===== src/rtl/bmwb_pkg.sv =====
package bmwb_pkg;

    typedef enum logic [1:0] {
        ST_READ  = 2'd0,
        ST_FILL  = 2'd1,
        ST_FLUSH = 2'd2
    } bmwb_state_e;

endpackage


===== src/rtl/bmwb_store.sv =====
module bmwb_store #(
    parameter int DW         = 32,
    parameter int LINE_WORDS = 8,
    localparam int IW        = $clog2(LINE_WORDS),
    localparam int CW        = $clog2(LINE_WORDS + 1)
) (
    input  logic          clk,
    input  logic          rst_n,
    input  logic          wr_en,
    input  logic [DW-1:0] wr_data,
    input  logic          clr,
    input  logic [IW-1:0] rd_idx,
    output logic [CW-1:0] cnt,
    output logic [DW-1:0] rd_data
);

    logic [DW-1:0] line_q [LINE_WORDS];
    logic [CW-1:0] cnt_q;

    always_ff @(posedge clk) begin
        if (!rst_n) begin
            cnt_q <= '0;
        end else if (clr) begin
            cnt_q <= '0;
        end else if (wr_en) begin
            cnt_q <= cnt_q + CW'(1);
        end
    end

    always_ff @(posedge clk) begin
        if (wr_en && !clr) begin
            line_q[cnt_q[IW-1:0]] <= wr_data;
        end
    end

    assign cnt     = cnt_q;
    assign rd_data = line_q[rd_idx];


    no_overflow_chk: assert property (@(posedge clk) disable iff (!rst_n)
        cnt_q <= CW'(LINE_WORDS));

endmodule


===== src/rtl/bmwb_ctrl.sv =====
module bmwb_ctrl
    import bmwb_pkg::*;
#(
    parameter int LINE_WORDS  = 8,
    parameter int BURST_WORDS = 4,
    localparam int IW         = $clog2(LINE_WORDS),
    localparam int CW         = $clog2(LINE_WORDS + 1),
    localparam int BW         = $clog2(BURST_WORDS)
) (
    input  logic          clk,
    input  logic          rst_n,
    input  logic          mode_wr_req,
    input  logic          in_valid,
    input  logic          in_last,
    input  logic [CW-1:0] cnt,
    input  logic          bm_ready,
    output logic          mode_wr,
    output logic          in_ready,
    output logic          wr_en,
    output logic          clr,
    output logic [IW-1:0] beat_idx,
    output logic          beat_real,
    output logic          bm_valid,
    output logic          bm_first,
    output logic          bm_last,
    output logic          drain_done
);

    bmwb_state_e   state_q, state_d;
    logic [IW-1:0] idx_q, idx_d;
    logic [CW-1:0] idx_ext;
    logic          burst_end;
    logic          final_beat;
    logic          take;

    always_ff @(posedge clk) begin
        if (!rst_n) begin
            state_q <= ST_READ;
            idx_q   <= '0;
        end else begin
            state_q <= state_d;
            idx_q   <= idx_d;
        end
    end

    always_comb begin
        idx_ext    = CW'(idx_q);
        burst_end  = (idx_q[BW-1:0] == {BW{1'b1}});
        final_beat = burst_end && ((idx_ext + CW'(1)) >= cnt);
        take       = (state_q == ST_FILL) && in_valid;
    end

    always_comb begin
        state_d = state_q;
        idx_d   = idx_q;
        unique case (state_q)
            ST_READ: begin
                if (mode_wr_req) state_d = ST_FILL;
            end
            ST_FILL: begin
                if (take && (in_last || cnt == CW'(LINE_WORDS - 1))) begin
                    state_d = ST_FLUSH;
                    idx_d   = '0;
                end else if (!take && !mode_wr_req && cnt == '0) begin
                    state_d = ST_READ;
                end
            end
            ST_FLUSH: begin
                if (bm_ready) begin
                    if (final_beat) begin
                        state_d = ST_FILL;
                        idx_d   = '0;
                    end else begin
                        idx_d = idx_q + IW'(1);
                    end
                end
            end
            default: state_d = ST_READ;
        endcase
    end

    always_comb begin
        mode_wr    = (state_q != ST_READ);
        in_ready   = (state_q == ST_FILL);
        wr_en      = take;
        bm_valid   = (state_q == ST_FLUSH);
        beat_idx   = idx_q;
        beat_real  = idx_ext < cnt;
        bm_first   = bm_valid && (idx_q[BW-1:0] == '0);
        bm_last    = bm_valid && burst_end;
        drain_done = bm_valid && bm_ready && final_beat;
        clr        = drain_done;
    end


    flush_start_chk: assert property (@(posedge clk) disable iff (!rst_n)
        (take && in_last) |=> bm_valid);


    drain_fill_chk: assert property (@(posedge clk) disable iff (!rst_n)
        drain_done |=> (state_q == ST_FILL) && (cnt == '0));

endmodule


===== src/rtl/bmwb_hold.sv =====
module bmwb_hold #(
    parameter int CW = 4
) (
    input  logic          clk,
    input  logic          rst_n,
    input  logic          xfer_done,
    input  logic          dev_irq,
    input  logic [CW-1:0] cnt,
    input  logic          drain_done,
    input  logic          tgt_cyc,
    input  logic          tgt_memrd,
    output logic          tgt_retry
);

    logic hold_q;

    always_ff @(posedge clk) begin
        if (!rst_n) begin
            hold_q <= 1'b0;
        end else if (drain_done) begin
            hold_q <= 1'b0;
        end else if ((xfer_done || dev_irq) && cnt != '0) begin
            hold_q <= 1'b1;
        end
    end

    assign tgt_retry = hold_q && tgt_cyc && !tgt_memrd;


    retry_memrd_chk: assert property (@(posedge clk) disable iff (!rst_n)
        tgt_retry |-> !tgt_memrd);


    hold_release_chk: assert property (@(posedge clk) disable iff (!rst_n)
        drain_done |=> !hold_q);


    hold_empty_chk: assert property (@(posedge clk) disable iff (!rst_n)
        (!hold_q && cnt == '0) |=> !hold_q);

endmodule


===== src/rtl/bmw_line_buffer.sv =====
module bmw_line_buffer #(
    parameter int DW          = 32,
    parameter int LINE_WORDS  = 8,
    parameter int BURST_WORDS = 4,
    localparam int BE         = DW / 8,
    localparam int IW         = $clog2(LINE_WORDS),
    localparam int CW         = $clog2(LINE_WORDS + 1)
) (
    input  logic          clk,
    input  logic          rst_n,
    input  logic          mode_wr_req_i,
    output logic          mode_wr_o,
    input  logic          in_valid_i,
    input  logic [DW-1:0] in_data_i,
    input  logic          in_last_i,
    output logic          in_ready_o,
    output logic          bm_valid_o,
    output logic [DW-1:0] bm_data_o,
    output logic [BE-1:0] bm_cbe_n_o,
    output logic          bm_first_o,
    output logic          bm_last_o,
    input  logic          bm_ready_i,
    input  logic          xfer_done_i,
    input  logic          dev_irq_i,
    input  logic          tgt_cyc_i,
    input  logic          tgt_memrd_i,
    output logic          tgt_retry_o
);

    logic [CW-1:0] cnt;
    logic [IW-1:0] beat_idx;
    logic [DW-1:0] rd_data;
    logic          wr_en;
    logic          clr;
    logic          beat_real;
    logic          drain_done;

    bmwb_store #(.DW(DW), .LINE_WORDS(LINE_WORDS)) store_i (
        .clk     (clk),
        .rst_n   (rst_n),
        .wr_en   (wr_en),
        .wr_data (in_data_i),
        .clr     (clr),
        .rd_idx  (beat_idx),
        .cnt     (cnt),
        .rd_data (rd_data)
    );

    bmwb_ctrl #(.LINE_WORDS(LINE_WORDS), .BURST_WORDS(BURST_WORDS)) ctrl_i (
        .clk         (clk),
        .rst_n       (rst_n),
        .mode_wr_req (mode_wr_req_i),
        .in_valid    (in_valid_i),
        .in_last     (in_last_i),
        .cnt         (cnt),
        .bm_ready    (bm_ready_i),
        .mode_wr     (mode_wr_o),
        .in_ready    (in_ready_o),
        .wr_en       (wr_en),
        .clr         (clr),
        .beat_idx    (beat_idx),
        .beat_real   (beat_real),
        .bm_valid    (bm_valid_o),
        .bm_first    (bm_first_o),
        .bm_last     (bm_last_o),
        .drain_done  (drain_done)
    );

    bmwb_hold #(.CW(CW)) hold_i (
        .clk        (clk),
        .rst_n      (rst_n),
        .xfer_done  (xfer_done_i),
        .dev_irq    (dev_irq_i),
        .cnt        (cnt),
        .drain_done (drain_done),
        .tgt_cyc    (tgt_cyc_i),
        .tgt_memrd  (tgt_memrd_i),
        .tgt_retry  (tgt_retry_o)
    );

    for (genvar b = 0; b < BE; b++) begin : g_lane
        assign bm_data_o[8*b +: 8] = beat_real ? rd_data[8*b +: 8] : 8'h00;
        assign bm_cbe_n_o[b]       = !beat_real;
    end


    mode_switch_chk: assert property (@(posedge clk) disable iff (!rst_n)
        (mode_wr_o != $past(mode_wr_o)) |-> ($past(cnt) == '0));


    in_ready_mode_chk: assert property (@(posedge clk) disable iff (!rst_n)
        in_ready_o |-> mode_wr_o);


    beat_stable_chk: assert property (@(posedge clk) disable iff (!rst_n)
        (bm_valid_o && !bm_ready_i) |=>
            (bm_valid_o && $stable(bm_data_o) && $stable(bm_cbe_n_o)));


    cbe_whole_chk: assert property (@(posedge clk) disable iff (!rst_n)
        bm_valid_o |-> (bm_cbe_n_o == '0 || bm_cbe_n_o == '1));

endmodule


===== config.mk =====
export PLATFORM = sky130hd
export DESIGN_NAME = bmw_line_buffer
export DESIGN_NICKNAME = d
export VERILOG_FILES = /design/src/rtl/bmwb_pkg.sv /design/src/rtl/bmwb_store.sv /design/src/rtl/bmwb_ctrl.sv /design/src/rtl/bmwb_hold.sv /design/src/rtl/bmw_line_buffer.sv
export SDC_FILE = /design/constraint.sdc
export NUM_CORES = 1
export LEC_CHECK = 0
export ABC_CLOCK_PERIOD_IN_PS = 14700
export BUFFER_PORTS_ARGS = -buffer_cell sky130_fd_sc_hd__buf_4
export CAP_MARGIN = 20
export CORE_MARGIN = 10
export CORE_UTILIZATION = 30
export CTS_BUF_LIST = sky130_fd_sc_hd__clkbuf_8
export DETAILED_ROUTE_END_ITERATION = 8
export GPL_ROUTABILITY_DRIVEN = 0
export GPL_TIMING_DRIVEN = 1
export PLACE_DENSITY = 0.53
export RECOVER_POWER = 100
export REMOVE_ABC_BUFFERS = 1
export SLEW_MARGIN = 25
export SYNTH_ARGS = -nofsm -noshare
export SYNTH_HDL_FRONTEND = slang
export SYNTH_SLANG_ARGS = --single-unit
export TNS_END_PERCENT = 30

===== constraint.sdc =====
create_clock -name clk -period 14.7 [get_ports clk]
set_clock_uncertainty 0.1 [all_clocks]
set_input_delay 1.47 -clock clk [delete_from_list [all_inputs] [get_ports clk]]
set_output_delay 1.47 -clock clk [all_outputs]
set_load 0.01 [all_outputs]

==> results by stage <==
Status:
- The run finished, with violations left.
- The final reports fail on max-capacitance violations, max-slew violations.

Yosys:
- For this run, the register share of the synthesized area comes to 75.08%.
- For this run, the number of Yosys warnings is 0.
- The cell type contributing the most total cell area after synthesis is edfxtp_1.
- After synthesis, the netlist uses 36 different library cells.
- After technology mapping, the gate count stands at 523.
- The share of synthesized area in the top cell type comes to 72.62%.
- The count of state elements after synthesis is 269.
- In this run, synthesis inferred 256 flip-flops with an integrated enable.
- After synthesis, the mean cell area works out to 20.24 um2.
- The post-synthesis instance area is 10,590 um2.
- For this run, the leading register cell type out of synthesis is edfxtp_1.
- Yosys attributes the largest share of cell area to edfxtp_1, mux4_2, mux2i_1, dfxtp_1, ha_1.
- After synthesis, the share of flip-flops with an asynchronous set or reset is 0%.

Final layout:
- Relative to the synthesized area, the layout overhead comes to 15.58%.
- The area of the multi-input gates is 2507 um2.
- The top cell types in the final layout, fill and taps aside, are edfxtp_1, clkbuf_1, mux4_2.
- The filler cell count in the final layout is 3,344.
- The share of post-route cells with drive strength above 1 is 20.66%.
- At the end of the flow, the number of nets in the layout was 692.
- The repair_antennas step left the layout with diodes totalling 0.
- The most common library cell in the layout ignoring fill and taps is edfxtp_1.
- The sequential cells in the finished layout cover a total of 7956 um2.

Critical path:
- STA puts the critical path data required time at 13.13 ns.
- The kind of launch point of the worst setup path is a register.
- Traced cell by cell, the critical path runs through inv_1 -> ha_1 -> nor2b_1 -> o21ai_0 -> a21oi_4 -> clkbuf_1 -> nor2_1 -> clkbuf_1.
- The startpoint-to-endpoint class of the critical path is register to output pin.
- The cell that appears most often on the critical path is clkbuf_1.
- The signal arrival time at the worst endpoint is 3.94 ns.
- For this design, the slowest cell found on the critical path is clkbuf_1.
- On the critical path the largest part of the delay comes from buffers and inverters.
- The endpoint type of the worst setup path is an output pin.
- The number of buffer and inverter instances along the worst setup path is 3.
- In this design, the stage delay of the slowest critical-path cell is 1.53 ns.
- The maximum fanout count along the critical path is 36.

Floorplanning:
- The area of the core region is 34,710 um2.
- The starting utilization of the core area is 30.49%.
- The die covers 43,200 um2.
- The number of standard-cell rows in the floorplan is 68.
- The die width is 207.8 um.
- The die extent in y is 207.8 um.
- The count of pins on the block boundary is 84.

Detailed routing:
- The number of vias in the routed layout is 5,227.
- The detail-routed net length per standard cell is 20.79 um.
- The first detailed-routing pass took 5 iterations.
- The average vias per placed instance is 4.654.
- Once detail routing completed, the nets flagged for antenna violations numbered 0.
- The detailed-route wire length is 23.34 mm.
- The violation count after the first detailed-routing iteration is 305.
- The number of remaining DRC errors is 0.

Timing:
- The final total negative setup slack is 0 ns.
- The final-report setup violation count is 0.
- Headroom to the max-slew limit came out at -72.21%.
- The number of pins with negative max-slew slack in the final report was 301.
- The final critical-path required period is 5.512 ns.
- The maximum frequency from static timing analysis is 0.1814 GHz.
- The measured slew at the worst slew-check pin is 2.583 ns.
- Setup repair after global routing left no endpoint under its margin.
- The number of hold-slack violations in the final timing report came to 0.
- The worst slack on hold paths is 0.3518 ns.
- In the finished design, the share of the clock period the worst path needs comes to 37.49%.

CTS:
- The number of clock sinks is 269.
- TritonCTS built the clock tree.
- Counting the buffers created by CTS gives 43.
- The deepest level of the CTS H-tree is 2.
- After clock tree synthesis, the flow added hold-fix buffers numbering 0.
- The register clock-pin slew on the reported worst setup and hold paths is 0.06 ns.
- Once the clock tree was built, the setup fixing pass inserted 0 buffers.
- The maximum count of clock buffers along a single path is 3.
- The clock root buffer is clkbuf_8.
- Post-CTS repair changed the size of 0 cells.
- The clock latency at the later pin of the worst-skew pair is 0.53 ns.

Power:
- The leakage dissipation is 0.003696 uW.
- The maximum resistive drop on vdd is 0.06572 mV.
- The power density over cell area is 122.1 nW/um2.

GRT:
- The overall routing resource usage is 10.71%.
- The initial antenna violation count is 1.
- The first global-routing pass estimated 35.65 mm of wire.
- The pin count of the biggest net entering global routing is 65.
- After global routing the overflow that remains totals 0.
- The via count of the first global-routing pass is 5,839.

Hold path:
- In this run the worst hold path is classified as register to register.

Flow run:
- The max capacitance violation total is 9.

Placed design:
- The quantity of I/O buffers inserted on ports is 83.
- Summed over all nets, the half-perimeter wirelength after detailed placement is 13.01 mm.
[cell usage after synthesis, drive strengths merged, types with 3 or more instances]
library cell / count
edfxtp: 256
a21oi: 4
nand3: 4
a21boi: 5
ha: 15
mux4: 64
buf: 12
nor2: 41
nor3: 4
nand2: 16
clkbuf: 15
xnor2: 3
o21ai: 6
dfxtp: 13
and2: 3
inv: 11
mux2i: 32
[final timing paths]
check	from	endpoint	slack (ns)	depth (start not counted)
min	hold_i.hold_q	hold_i.hold_q	0.35	2
max	store_i.cnt[1]	bm_data_o[31]	9.19	8
min reg2reg	hold_i.hold_q	hold_i.hold_q	0.35	2
max reg2reg	ctrl_i.beat_idx[0]	store_i.line_q[4][26]	10.20	9
[registers in the layout, indices dropped and copies added (netlist names), named ones only]
name and cells:
ctrl_i.beat_idx 3, ctrl_i.state_q 2, hold_i.hold_q 1, store_i.cnt 4
store_i.line_q 256
[logic make-up after synthesis]
kind of cell	after synthesis	share of synthesized area, %
buffers and inverters	38	1.525
adders and majority gates	15	1.773
xor gates and xnor gates	4	0.3310
DFF	269	75.08
muxes	96	16.64
and+or+nand+nor	80	3.369
AOI/OAI and AO/OA	21	1.277
[per-layer routing]
metal | vias up | wire [um] | track usage [%]
met5 | - | 13 | 0
met4 | 2 | 414 | 3.412
met3 | 40 | 1080 | 2.557
met2 | 129 | 11670 | 17.90
met1 | 2720 | 10160 | 13.39
li1 | 2336 | - | -
[area by class of cell]
class,instances,share of cell area [%]
Clock inverter,34,1.186
Multi-Input combinational cell,216,20.50
Inverter,11,0.3375
Clock buffer,44,4.950
Tap cell,455,4.653
Timing Repair Buffer,94,3.344
Sequential cell,269,65.03
[stage by stage]
stage / cell area (um2) / utilization, % / power [uW] / worst slack [ns] / instances
after floorplan: 10470 / - / 913.7 / 9.323 / 496
after global placement: 11810 / 34.01 / 964.7 / 10.48 / 1045
after detailed placement: 11810 / 34.01 / 968.0 / 10.46 / 1045
after CTS: 12560 / 36.18 / 1532 / 9.854 / 1123
after global routing: 12230 / 35.24 / 1565 / 8.617 / 1123
final: 12230 / 35.24 / 1494 / 9.188 / 1123
[tightest hold or removal path, delay by kind of cell (launching register included)]
kind | cells | cell delay (ns)
flops | 1 | 0.31
compound gates | 1 | 0.05
buf+inv | 1 | 0.05
[where the power goes]
group / internal (uW) / switching, uW
clock: 279 / 279
combinational: 27.7 / 52.3
sequential: 851 / 4.50
total: 1160 / 336
Power figures use the tool's default switching activity.
